==> config.mk <==
export PLATFORM = sky130hd
export DESIGN_NAME = spi_regbank_slave
export DESIGN_NICKNAME = d
export VERILOG_FILES = /design/src/rtl/spi_rb_pkg.sv /design/src/rtl/spi_rb_sync.sv /design/src/rtl/spi_rb_ctrl.sv /design/src/rtl/spi_rb_regs.sv /design/src/rtl/spi_regbank_slave.sv
export SDC_FILE = /design/constraint.sdc
export NUM_CORES = 1
export LEC_CHECK = 0
export ABC_AREA = 1
export BUFFER_PORTS_ARGS = -buffer_cell sky130_fd_sc_hd__buf_2
export CAP_MARGIN = 20
export CELL_PAD_IN_SITES_DETAIL_PLACEMENT = 1
export CELL_PAD_IN_SITES_GLOBAL_PLACEMENT = 1
export CORE_MARGIN = 3
export CORE_UTILIZATION = 25
export DETAILED_ROUTE_END_ITERATION = 10
export PLACE_DENSITY_LB_ADDON = 0.1
export SYNTH_ARGS = -nofsm -noshare
export SYNTH_HDL_FRONTEND = slang
export SYNTH_SLANG_ARGS = --single-unit
==> constraint.sdc <==
create_clock -name clk -period 2.61 [get_ports clk]
set_input_delay 0.1305 -clock clk [delete_from_list [all_inputs] [get_ports clk]]
set_output_delay 0.1305 -clock clk [all_outputs]
set_load 0.1 [all_outputs]
==> src/rtl/spi_rb_pkg.sv <==
package spi_rb_pkg;
  typedef enum logic [1:0] {
    PH_CMD   = 2'd0,
    PH_WRITE = 2'd1,
    PH_READ  = 2'd2
  } phase_e;
endpackage

==> src/rtl/spi_rb_sync.sv <==
module spi_rb_sync #(
  parameter int STAGES = 2
) (
  input  logic clk,
  input  logic rst_n,
  input  logic cs_n,
  input  logic sclk,
  input  logic sdi,
  output logic sel,
  output logic sclk_rise,
  output logic sclk_fall,
  output logic sdi_s
);
  logic [STAGES-1:0] cs_q, cs_d;
  logic [STAGES-1:0] ck_q, ck_d;
  logic [STAGES-1:0] di_q, di_d;
  logic              ck_prev_q, ck_prev_d;

  always_comb begin
    cs_d      = {cs_q[STAGES-2:0], cs_n};
    ck_d      = {ck_q[STAGES-2:0], sclk};
    di_d      = {di_q[STAGES-2:0], sdi};
    ck_prev_d = ck_q[STAGES-1];
  end

  always_ff @(posedge clk or negedge rst_n) begin
    if (!rst_n) begin
      cs_q      <= '1;
      ck_q      <= '0;
      di_q      <= '0;
      ck_prev_q <= 1'b0;
    end else begin
      cs_q      <= cs_d;
      ck_q      <= ck_d;
      di_q      <= di_d;
      ck_prev_q <= ck_prev_d;
    end
  end

  assign sel       = ~cs_q[STAGES-1];
  assign sdi_s     = di_q[STAGES-1];
  assign sclk_rise = ck_q[STAGES-1] & ~ck_prev_q;
  assign sclk_fall = ~ck_q[STAGES-1] & ck_prev_q;
endmodule

==> src/rtl/spi_rb_ctrl.sv <==
module spi_rb_ctrl
  import spi_rb_pkg::*;
#(
  parameter int DATA_W   = 8,
  parameter int NUM_REGS = 12,
  localparam int ADDR_W  = DATA_W - 1,
  localparam int CNT_W   = $clog2(DATA_W)
) (
  input  logic              clk,
  input  logic              rst_n,
  input  logic              sel,
  input  logic              sclk_rise,
  input  logic              sclk_fall,
  input  logic              sdi_s,
  input  logic [DATA_W-1:0] rd_data,
  output logic [ADDR_W-1:0] rd_addr,
  output logic [ADDR_W-1:0] addr,
  output logic              wr_en,
  output logic [DATA_W-1:0] wr_data,
  output logic              byte_done,
  output phase_e            phase,
  output logic              sdo,
  output logic              sdo_en
);
  localparam int LAST = NUM_REGS - 1;

  phase_e            phase_q, phase_d;
  logic [CNT_W-1:0]  cnt_q, cnt_d;
  logic [DATA_W-2:0] shf_q, shf_d;
  logic [ADDR_W-1:0] addr_q, addr_d;
  logic              sdo_q, sdo_d;
  logic              oe_q, oe_d;
  logic [DATA_W-1:0] byte_in;
  logic [ADDR_W-1:0] addr_nxt;
  logic [CNT_W-1:0]  bit_idx;
  logic              last_bit;

  always_comb begin
    byte_in   = {shf_q, sdi_s};
    last_bit  = sclk_rise && (cnt_q == CNT_W'(DATA_W - 1));
    byte_done = sel && last_bit;
    addr_nxt  = (addr_q >= ADDR_W'(LAST)) ? '0 : addr_q + 1'b1;
    bit_idx   = CNT_W'(DATA_W - 1) - cnt_q;
    rd_addr   = (byte_done && phase_q == PH_CMD) ? byte_in[DATA_W-1:1] : addr_q;

    phase_d = phase_q;
    cnt_d   = cnt_q;
    shf_d   = shf_q;
    addr_d  = addr_q;
    sdo_d   = sdo_q;
    oe_d    = oe_q;
    wr_en   = 1'b0;

    if (!sel) begin
      phase_d = PH_CMD;
      cnt_d   = '0;
      oe_d    = 1'b0;
      sdo_d   = 1'b0;
    end else begin
      if (sclk_rise) begin
        cnt_d = last_bit ? '0 : cnt_q + 1'b1;
        if (phase_q != PH_READ) shf_d = byte_in[DATA_W-2:0];
      end
      if (byte_done) begin
        unique case (phase_q)
          PH_CMD: begin
            addr_d = byte_in[DATA_W-1:1];
            if (byte_in[0]) begin
              phase_d = PH_READ;
              oe_d    = 1'b1;
              sdo_d   = rd_data[DATA_W-1];
            end else begin
              phase_d = PH_WRITE;
            end
          end
          PH_WRITE: begin
            wr_en  = 1'b1;
            addr_d = addr_nxt;
          end
          default: addr_d = addr_nxt;
        endcase
      end else if (sclk_fall && phase_q == PH_READ) begin
        sdo_d = rd_data[bit_idx];
      end
    end
  end

  always_ff @(posedge clk or negedge rst_n) begin
    if (!rst_n) begin
      phase_q <= PH_CMD;
      cnt_q   <= '0;
      shf_q   <= '0;
      addr_q  <= '0;
      sdo_q   <= 1'b0;
      oe_q    <= 1'b0;
    end else begin
      phase_q <= phase_d;
      cnt_q   <= cnt_d;
      shf_q   <= shf_d;
      addr_q  <= addr_d;
      sdo_q   <= sdo_d;
      oe_q    <= oe_d;
    end
  end

  assign wr_data = byte_in;
  assign addr    = addr_q;
  assign phase   = phase_q;
  assign sdo     = sdo_q;
  assign sdo_en  = oe_q;
endmodule

==> src/rtl/spi_rb_regs.sv <==
module spi_rb_regs #(
  parameter int DATA_W   = 8,
  parameter int NUM_REGS = 12,
  localparam int ADDR_W  = DATA_W - 1
) (
  input  logic                       clk,
  input  logic                       rst_n,
  input  logic                       wr_en,
  input  logic [ADDR_W-1:0]          wr_addr,
  input  logic [DATA_W-1:0]          wr_data,
  input  logic [ADDR_W-1:0]          rd_addr,
  output logic [DATA_W-1:0]          rd_data,
  output logic [NUM_REGS*DATA_W-1:0] regs_flat
);
  for (genvar g = 0; g < NUM_REGS; g++) begin : g_reg
    logic [DATA_W-1:0] val_q, val_d;
    logic              hit;

    always_comb begin
      hit   = wr_en && (wr_addr == ADDR_W'(g));
      val_d = hit ? wr_data : val_q;
    end

    always_ff @(posedge clk or negedge rst_n) begin
      if (!rst_n) val_q <= '0;
      else        val_q <= val_d;
    end

    assign regs_flat[g*DATA_W +: DATA_W] = val_q;
  end

  always_comb begin
    rd_data = '0;
    for (int i = 0; i < NUM_REGS; i++) begin
      if (rd_addr == ADDR_W'(i)) rd_data = regs_flat[i*DATA_W +: DATA_W];
    end
  end
endmodule

==> src/rtl/spi_regbank_slave.sv <==
module spi_regbank_slave
  import spi_rb_pkg::*;
#(
  parameter int DATA_W      = 8,
  parameter int NUM_REGS    = 12,
  parameter int SYNC_STAGES = 2
) (
  input  logic                       clk,
  input  logic                       rst_n,
  input  logic                       cs_n,
  input  logic                       sclk,
  input  logic                       sdi,
  output logic                       sdo,
  output logic                       sdo_en,
  output logic [NUM_REGS*DATA_W-1:0] regs_flat
);
  localparam int ADDR_W = DATA_W - 1;

  logic              sel, sclk_rise, sclk_fall, sdi_s;
  logic [ADDR_W-1:0] rd_addr, addr;
  logic [DATA_W-1:0] rd_data, wr_data;
  logic              wr_en, byte_done;
  phase_e            phase;

  spi_rb_sync #(.STAGES(SYNC_STAGES)) u_sync (
    .clk(clk), .rst_n(rst_n), .cs_n(cs_n), .sclk(sclk), .sdi(sdi),
    .sel(sel), .sclk_rise(sclk_rise), .sclk_fall(sclk_fall), .sdi_s(sdi_s)
  );

  spi_rb_ctrl #(.DATA_W(DATA_W), .NUM_REGS(NUM_REGS)) u_ctrl (
    .clk(clk), .rst_n(rst_n), .sel(sel), .sclk_rise(sclk_rise),
    .sclk_fall(sclk_fall), .sdi_s(sdi_s), .rd_data(rd_data),
    .rd_addr(rd_addr), .addr(addr), .wr_en(wr_en), .wr_data(wr_data),
    .byte_done(byte_done), .phase(phase), .sdo(sdo), .sdo_en(sdo_en)
  );

  spi_rb_regs #(.DATA_W(DATA_W), .NUM_REGS(NUM_REGS)) u_regs (
    .clk(clk), .rst_n(rst_n), .wr_en(wr_en), .wr_addr(addr),
    .wr_data(wr_data), .rd_addr(rd_addr), .rd_data(rd_data),
    .regs_flat(regs_flat)
  );
endmodule

# --- After elaboration in Yosys (flattened, before gate mapping) ---
# Index checks and enable logic that the tools add are counted.
word_totals:
  ff_bits: 124
  in_bits: 5
  out_inout_bits: 98
  word_cells: 125
classes:
  n_addsub: 3
  n_lt_le_gt_ge: 2
  eq_ne: 28
  mux: 36
  bitwise: 5
  n_reduce_logical: 29
ops:
  columns: ["operator", "count"]
  rows:
  - ["2-to-1 mux 8 bit", 12]
  - ["equality test 7 x 3 -> 1 bit (second input constant)", 8]
  - ["equality test 7 x 4 -> 1 bit (second input constant)", 8]
  - ["equality test 7 x 2 -> 1 bit (second input constant)", 4]
  - ["2-to-1 mux 7 bit", 3]
  - ["logical AND 1 bit", 16]
  - ["equality test 7 x 1 -> 1 bit (second input constant)", 2]
  - ["zero test 7 bit", 2]
  - ["2-to-1 mux 1 bit", 13]
  - ["2-to-1 mux 3 bit", 3]
  - ["AND reduction 3 bit", 3]
  - ["2-to-1 mux 2 bit", 4]
  - ["nonzero test 2 bit", 4]
  - ["adder 7 x 1 -> 7 bit (second input constant)", 1]
  - ["greater-or-equal comparator 7 x 4 -> 1 bit (second input constant)", 1]
  - ["!= test 3 x 1 -> 1 bit (second input constant)", 2]
  - ["less-than comparator 3 x 4 -> 1 bit (second input constant)", 1]
  - ["AND reduction 2 bit", 2]
  - ["adder 3 x 1 -> 3 bit (second input constant)", 1]
  - ["binary-select mux 1 bit (select 3 bit)", 1]
  - ["equality test 3 bit (second input constant)", 1]
  - ["NOT 1 bit", 3]
  - ["nonzero test 3 bit", 1]
  - ["subtractor 3 bit (first input constant)", 1]
  - ["other kinds (5)", 6]

# --- Longest topological paths before layout ---
# Gate-level depths: netlist of the first run.
logic_depth:
  ltp_word: 24
  ltp_mapped: 26
  depth_no_buf: 25

# --- Hierarchy ---
# Synthesis of the first run repeated with hierarchy kept, for this count alone.
unflattened:
  cells_unflattened: 727
  area_unflattened_um2: 5889.4
modules_own_cells:
  columns: ["mod", "instances", "cells_per_inst", "area_per_inst_um2", "seq_area_each_um2"]
  rows:
  - ["spi_rb_regs", 1, 569, 4534.3, 2402.3]
  - ["spi_rb_ctrl", 1, 146, 1158.6, 525.5]
  - ["spi_rb_sync", 1, 12, 196.4, 177.7]

# --- Least setup slack after synthesis of the first run ---
# Ideal clock, no wire load.
synth_timing:
  kind: "register to register"
  startpoint: "reg u_ctrl.cnt_q[0]"
  endpoint: "reg u_ctrl.sdo_q (netlist: u_ctrl.sdo)"
  setup_time_ps: 120
  arrival_time_ps: 2653
  required_ps: 2490
  slack_ps: -163
  stages_incl_launch_ff: 25
  n_path_buf: 1
  synth_period_minus_slack_ps: 2773
  path_cell_list: "dfrtp_1 > ha_1 > ha_1 > nand3_1 > nor2_2 > buf_4 > nand3_1 > nand2_4 > nor2_8 > nand3_2 > or2_0 > nand2_1 > nand4_1 > nor3_1 > nand4_1 > nand2_1 > nand2_1 > nand2_1 > nand2_1 > nand2_1 > nand2_1 > nand2_1 > nand2_1 > nand2_1 > nand2_1"
synth_between:
  elab_chain_cells: 23
  word_cells_on_any_way: 41
  cone_classes: "add/sub (1); eq/ne (14); mux (20); reduce/logical (6)"
synth_lines:
  columns: ["item", "line_no", "source"]
  rows:
  - ["start, declared", "spi_rb_ctrl.sv:28", "logic [CNT_W-1:0] cnt_q, cnt_d;"]
  - ["start signal, assigned", "spi_rb_ctrl.sv:98", "cnt_q <= cnt_d;"]
  - ["equality test 3 bit", "spi_rb_ctrl.sv:40", "last_bit = sclk_rise && (cnt_q == CNT_W'(DATA_W - 1));"]
  - ["logical AND 1 bit", "spi_rb_ctrl.sv:40", null]
  - ["logical AND 1 bit", "spi_rb_ctrl.sv:41", "byte_done = sel && last_bit;"]
  - ["logical AND 1 bit", "spi_rb_ctrl.sv:44", "rd_addr = (byte_done && phase_q == PH_CMD) ? byte_in[DATA_W-1:1] : addr_q;"]
  - ["2-to-1 mux 7 bit", "spi_rb_ctrl.sv:44", null]
  - ["zero test 7 bit", "spi_rb_regs.sv:35", "if (rd_addr == ADDR_W'(i)) rd_data = regs_flat[i*DATA_W +: DATA_W];"]
  - ["2-to-1 mux 8 bit (12 in series)", "spi_rb_regs.sv:35", null]
  - ["binary-select mux 1 bit (select 3 bit)", "spi_rb_ctrl.sv:83", "sdo_d = rd_data[bit_idx];"]
  - ["2-to-1 mux 1 bit (implied by the code)", "spi_rb_ctrl.sv:83", null]
  - ["2-to-1 mux 1 bit", "spi_rb_ctrl.sv:82", "end else if (sclk_fall && phase_q == PH_READ) begin"]
  - ["2-to-1 mux 1 bit", "spi_rb_ctrl.sv:64", "if (byte_done) begin"]
  - ["2-to-1 mux 1 bit", "spi_rb_ctrl.sv:54", "if (!sel) begin"]
  - ["end signal, assigned", "spi_rb_ctrl.sv:101", "sdo_q <= sdo_d;"]
  - ["end, declared", "spi_rb_ctrl.sv:31", "logic sdo_q, sdo_d;"]
# Parallel ways exist; a longest one is shown, timed or not. The select of a mux whose other input is x is not followed.
# A chain may end at the register's enable or synchronous reset.

# --- Worst setup path after layout of the first run ---
# Same ends and word-level chain as after synthesis.

==> run metrics, run 1 <==
status complete, but fails checks; failing checks setup timing; Die Span Y 158 µm; fin nets 887; Initial DRT Pass Iterations 5; GPL Wtd Cong 0.801; Primary FF master, synth dfrtp_1; Peak Freq 328 MHz; peak supply drop 0.367 mV; ANT nets after route 0; clock skew 0.0133 ns; Placed Cells incl. Taps 1124; Total Wirelength 22100 µm; final setup fails 1; Ys Warns 0; largest net degree at the start of global routing 50; DRC viols 0; hold crit path type input port to async pin; Vias 5550; endpoints failing hold 0; top cell type's share of synthesized area 52.9%; RSZ-0062 raised after global routing yes; Setup crit end kind flip-flop; synthesized area per cell 8.43 µm²; Clock Tree Buf Depth 2; Max H-tree Level 4; Synth Net Count 695; power density cells 623 mW/mm²; die area 0.0249 mm²; CP required 2.91 ns; Setup CP Type flip-flop to flip-flop; Yosys top cell by area dfrtp_1; sequential fraction of the synthesis area 53.8%; total CTS buffers 17; Cells after Synth 684; minimum clock period 3.05 ns; crit path max fanout 9; CP Launch Type flip-flop; gr usage total 18.3%; Tot Pwr 0.00499 W; Lkg Pwr 3.92 nW; layout cells sized above 1 30.4%; Die W 158 µm; # Max-Cap Violations 0; Critical Path AT 3.35 ns; IO Port Bufs 102; area grow syn2layout 38.8%; root buffer cell clkbuf_16; Synth area leaders dfrtp_1 53%, nand2_1 14%, o21ai_0 10%, inv_1 3.4%, nand4_1 3.3%; first-pass GRT wire length 34300 µm; Register-to-Register Setup Slack -0.44 ns; dpl hpwl 16400 µm; Final period util 117%; GRT Max-Usage Layer met2; CTS Sinks 124; Clock Latency Late Sink 0.42 ns; Initial Util 26.0%; grt ovf 0; pre-CTS setup slack -0.653 ns; TritonCTS clock tree built; num ports 103; Clock Pin Slew Worst Setup and Hold Paths 0.06 ns; vias per inst 4.75; setup TNS -0.437 ns; final std cells w/o fill 1169; initial antenna violation count 0; Slew Limit Fails 0; Async SR Flop Fraction 100%; Slew @ Worst Pin 0.713 ns; GR Util met1 25.0%; mapped cell area 0.00577 mm²; drt wl/cell 18.9 µm; Yosys cell types 37; n_diodes 0; M3 GR Usage 3.25%; vias in the first global route 5727; relative slew slack 52.4%; Core Area 0.0222 mm²; Seq cells post-synth 124; initial drt markers 241; EDFF count, synth 0; GRT met2 Usage 30.3%; worst setup margin -0.437 ns; Rows 54
[cells in the mapped netlist, types with 5 or more instances]
| cell type | number |
|---|---|
| or2_0 | 5 |
| nor2_2 | 8 |
| inv_1 | 53 |
| o21ai_0 | 116 |
| a21oi_1 | 18 |
| dfrtp_1 | 122 |
| ha_1 | 6 |
| nand3_1 | 31 |
| nor2_1 | 22 |
| clkbuf_1 | 23 |
| nand4_1 | 30 |
| nand2_1 | 208 |
[state kept, by name, indices dropped and copies added, names as in the netlist]
register	flops
u_ctrl.cnt_q	3
u_regs.g.val_q	96
u_ctrl.addr	7
u_sync.cs_q	2
u_ctrl.sdo	1
u_ctrl.sdo_en	1
u_ctrl.shf_q	7
u_sync.ck_prev_q	1
u_sync.ck_q	2
u_sync.di_q	2
u_ctrl.phase	2
[routing by layer]
layer | wire [µm] | part of all wire (%) | up-vias
li1 | - | - | 2661
met1 | 10500 | 48 | 2758
met2 | 10700 | 48 | 115
met3 | 739 | 3.3 | 16
met4 | 233 | 1.1 | 0
met5 | 0 | 0 | -
[stage by stage]
step / hold WS (ns) / utilization, % / area [µm²]
2_1_floorplan: -0.165 / - / 5830
3_3_place_gp: 0.127 / 32.5 / 7210
3_5_place_dp: 0.129 / 32.5 / 7210
4_1_cts: 0.222 / 35.9 / 7980
5_1_grt: 0.251 / 36.0 / 8010
6_report: 0.207 / 36.0 / 8010
[placed cells by master (no fill, tap or decap), types with 3 or more instances in the layout]
master         count
nand2_1          204
dfrtp_1          122
o21ai_0          115
buf_2            101
buf_4             91
inv_1             51
nand4_1           30
nand3_1           27
nor2_1            20
a21oi_1           17
clkbuf_16         17
nor2_2             8
inv_2              6
nand2_2            6
nor2_4             5
or2_0              5
bufinv_16          5
nand3_2            4
ha_1               4
dlygate4sd3_1      4
nor3_1             3
o22ai_1            3
nand2_4            3
o221ai_1           3
clkbuf_1           3
[power by group]
part / internal, W / leakage, nW / switching, W
Combinational: 0.0000682 / 1.90 / 0.000270
Clock: 0.00175 / 0.311 / 0.000916
Sequential: 0.00196 / 1.71 / 0.0000259
[cell families (layout without fill, tap and decap cells)]
| kind of cell | Yosys count | after routing | synth area share (%) |
|---|---|---|---|
| AOI/OAI and AO/OA | 144 | 144 | 13.1 |
| and+or+nand+nor | 324 | 324 | 25.7 |
| buffers and inverters | 84 | 289 | 5.83 |
| adders and majority gates | 6 | 6 | 1.30 |
| DFF | 124 | 124 | 53.8 |
| xor gates and xnor gates | 2 | 2 | 0.304 |
[final timing paths]
| path | from | endpoint | cells after the start |
|---|---|---|---|
| worst min register to register | u_sync.di_q[0] | u_sync.di_q[1] | 0 |
| min in group clk | cs_n | u_sync.cs_q[0] | 2 |
| worst max register to register | u_ctrl.cnt_q[0] | u_ctrl.sdo | 22 |
| worst max-delay path | u_ctrl.cnt_q[0] | u_ctrl.sdo | 22 |
| max in group asynchronous | rst_n | u_regs.g_reg[8].val_q[3] | 3 |
| worst min-delay path | rst_n | u_regs.g_reg[0].val_q[6] | 2 |
[final cells by class]
cell class / count / area (µm²)
fillers: 2657 / 14200
flip-flops and latches: 124 / 3110
multi-input cells: 476 / 2410
repair buffers: 199 / 1270
clock buffers: 22 / 464
well taps: 280 / 350
inverters: 58 / 220
clock inverters: 10 / 188
[worst max-delay path: stages (launching register included)]
cell and delay (ns):
dfrtp_1 0.36, ha_2 0.19, ha_4 0.17, nand4_4 0.17, buf_4 0.20, o21ai_4 0.23, inv_4 0.06, nor2_2 0.11
inv_2 0.06, buf_4 0.14, nor3_4 0.18, inv_2 0.08, or2_0 0.20, nand2_1 0.12, nand4_1 0.12, nand2_1 0.11
nand2_1 0.06, nand3_1 0.08, nand3_1 0.07, nand2_1 0.07, nand2_1 0.04, nand2_1 0.05, nand2_1 0.05
[what timing repair did]
item / 4_1_cts / 5_1_grt
endpoints found under the setup margin: 1 / 1
gates cloned: 0 / 0
setup buffers: 5 / 4
hold buffers: 4 / 0
gates resized for setup: 10 / 1
endpoints found under the hold margin: 33 / 0
pin swaps: 10 / 1
No activity file was read; power rests on OpenSTA's default activity.
==> inputs of run 2 (changes only) <==
- BUFFER_PORTS_ARGS: -buffer_cell sky130_fd_sc_hd__buf_2 -> -buffer_cell sky130_fd_sc_hd__buf_4
==> run 2 against run 1 <==
The run still ends with setup timing left; final cell count down 1.1%; critical path depth is 3 higher; wire length is 1.7% lower; fmax is 0.91% lower; core utilization up 0.54 points.
==> run metrics, run 2 (synthesized netlist as in run 1, its figures left out) <==
Die Span Y 158 µm; vias in the first global route 5703; vias per inst 4.69; die area 0.0249 mm²; initial antenna violation count 2; clock skew 0.0129 ns; root buffer cell clkbuf_16; relative slew slack 48.4%; CTS Sinks 124; Most flops, register u_regs.g.val_q; gr usage total 18.0%; drt wl/cell 18.8 µm; endpoints failing hold 0; Core Area 0.0222 mm²; Total Wirelength 21800 µm; failing checks setup timing; Initial Util 26.0%; GPL Wtd Cong 0.799; crit path max fanout 6; Peak Freq 325 MHz; Sequential cell area 0.00311 mm²; met3 WL post-DR 815 µm; commonest non-fill, non-tap cells in the layout 205 x nand2_1, 179 x buf_4, 122 x dfrtp_1; final setup fails 1; area grow syn2layout 40.9%; largest net degree at the start of global routing 125; most common cell after layout, fill and taps aside nand2_1; pre-CTS setup slack -0.645 ns; Setup crit end kind flip-flop; power density cells 576 mW/mm²; Final period util 118%; Slew Limit Fails 0; total CTS buffers 17; CP required 2.91 ns; metal1 wirelength 10100 µm; # Max-Cap Violations 0; Max H-tree Level 4; first-pass GRT wire length 33900 µm; Setup CP Type flip-flop to flip-flop; Vias 5422; final core occ 36.6%; # fillers 2629; Critical Path AT 3.38 ns; Initial DRT Pass Iterations 4; CP Launch Type flip-flop; n_diodes 0; Multi-input gate area 0.00242 mm²; Slew @ Worst Pin 0.773 ns; Lkg Pwr 3.82 nW; worst setup margin -0.465 ns; final std cells w/o fill 1156; Tot Pwr 0.00468 W; DR top layer met4; minimum clock period 3.07 ns; Clock Tree Buf Depth 2; TritonCTS clock tree built; number of flip-flops under the largest register name 96; dpl hpwl 15900 µm; Rows 54; fin nets 875; Placed Cells incl. Taps 1118; grt ovf 0; Clock Latency Late Sink 0.42 ns; status complete, but fails checks; num ports 103; RSZ-0062 raised after global routing yes; hold crit path type input port to async pin; DR WL met2 10600 µm; DRC viols 0; initial drt markers 176; ANT nets after route 0; Clock Pin Slew Worst Setup and Hold Paths 0.06 ns; layout cells sized above 1 29.5%; IO Port Bufs 102; peak supply drop 0.337 mV; Die W 158 µm
-- run 2: cell count changes in the layout (fill, tap and decap cells not counted), sizes merged --
cell    change
clkbuf      +3
buf        -12
bufinv      -3
clkinv      -1
-- run 2: path summary, 6_finish.rpt --
kind	slack, ns	cells past startpoint	startpoint	to
min	0.30	3	rst_n	u_regs.g_reg[0].val_q[6]
min in group clk	0.35	0	u_sync.di_q[0]	u_sync.di_q[1]
max reg2reg	-0.46	25	u_ctrl.cnt_q[0]	u_ctrl.sdo
max in group asynchronous	1.66	3	rst_n	u_ctrl.phase[1]
min reg2reg	0.35	0	u_sync.di_q[0]	u_sync.di_q[1]
max	-0.46	25	u_ctrl.cnt_q[0]	u_ctrl.sdo
-- run 2: per-layer routing --
metal	global-route usage, %	vias to the layer above
met5	0	-
met3	3.28	14
met4	4.34	0
met1	24.3	2665
li1	-	2628
met2	30.1	115
-- run 2: layout make-up --
cell class | count | area share (%)
Tap cell | 280 | 4.31
Multi-Input combinational cell | 476 | 29.8
Sequential cell | 124 | 38.2
Clock inverter | 6 | 1.05
Inverter | 58 | 2.74
Clock buffer | 25 | 6.10
Timing Repair Buffer | 187 | 17.8
-- run 2: through the flow --
step	setup TNS (ns)	hold slack, ns	area [µm²]
final	-0.465	0.302	8130
after global routing	-0.727	0.347	8130
after CTS	-0.474	0.327	8120
after detailed placement	-0.645	0.241	7430
after global placement	-0.479	0.239	7430
after floorplan	0	-0.165	5830
-- run 2: where the power goes --
group / switching [W] / internal (W) / total (W) / leakage (nW)
registers: 0.0000280 / 0.00196 / 0.00199 / 1.71
clock network: 0.000866 / 0.00150 / 0.00237 / 0.279
logic: 0.000268 / 0.0000628 / 0.000330 / 1.83
total: 0.00116 / 0.00352 / 0.00468 / 3.82
-- run 2: worst max-delay path, cell delays in order (launching register included) --
cell	delay, ns
dfrtp_1	0.35
ha_2	0.20
ha_4	0.18
nand3_4	0.08
nor2_4	0.20
nand3_2	0.12
nand2_2	0.12
nor2_1	0.08
nand2_1	0.10
buf_4	0.14
nor2_2	0.07
buf_12	0.12
nand2_1	0.06
nand4_1	0.14
nor3_2	0.22
nand4_1	0.14
nand2_1	0.11
nand2_1	0.06
nand2_1	0.07
nand2_1	0.06
nand2_1	0.06
nand2_1	0.05
nand2_1	0.06
nand2_1	0.05
nand2_1	0.06
nand2_1	0.05
-- run 2: repair_timing --
action / 4_1_cts / 5_1_grt
buffers inserted: 3 / 0
pin swaps: 14 / 0
hold endpoints to repair: 125 / 0
hold buffers: 4 / 0
setup endpoints to repair: 1 / 1
resized for setup: 13 / 1
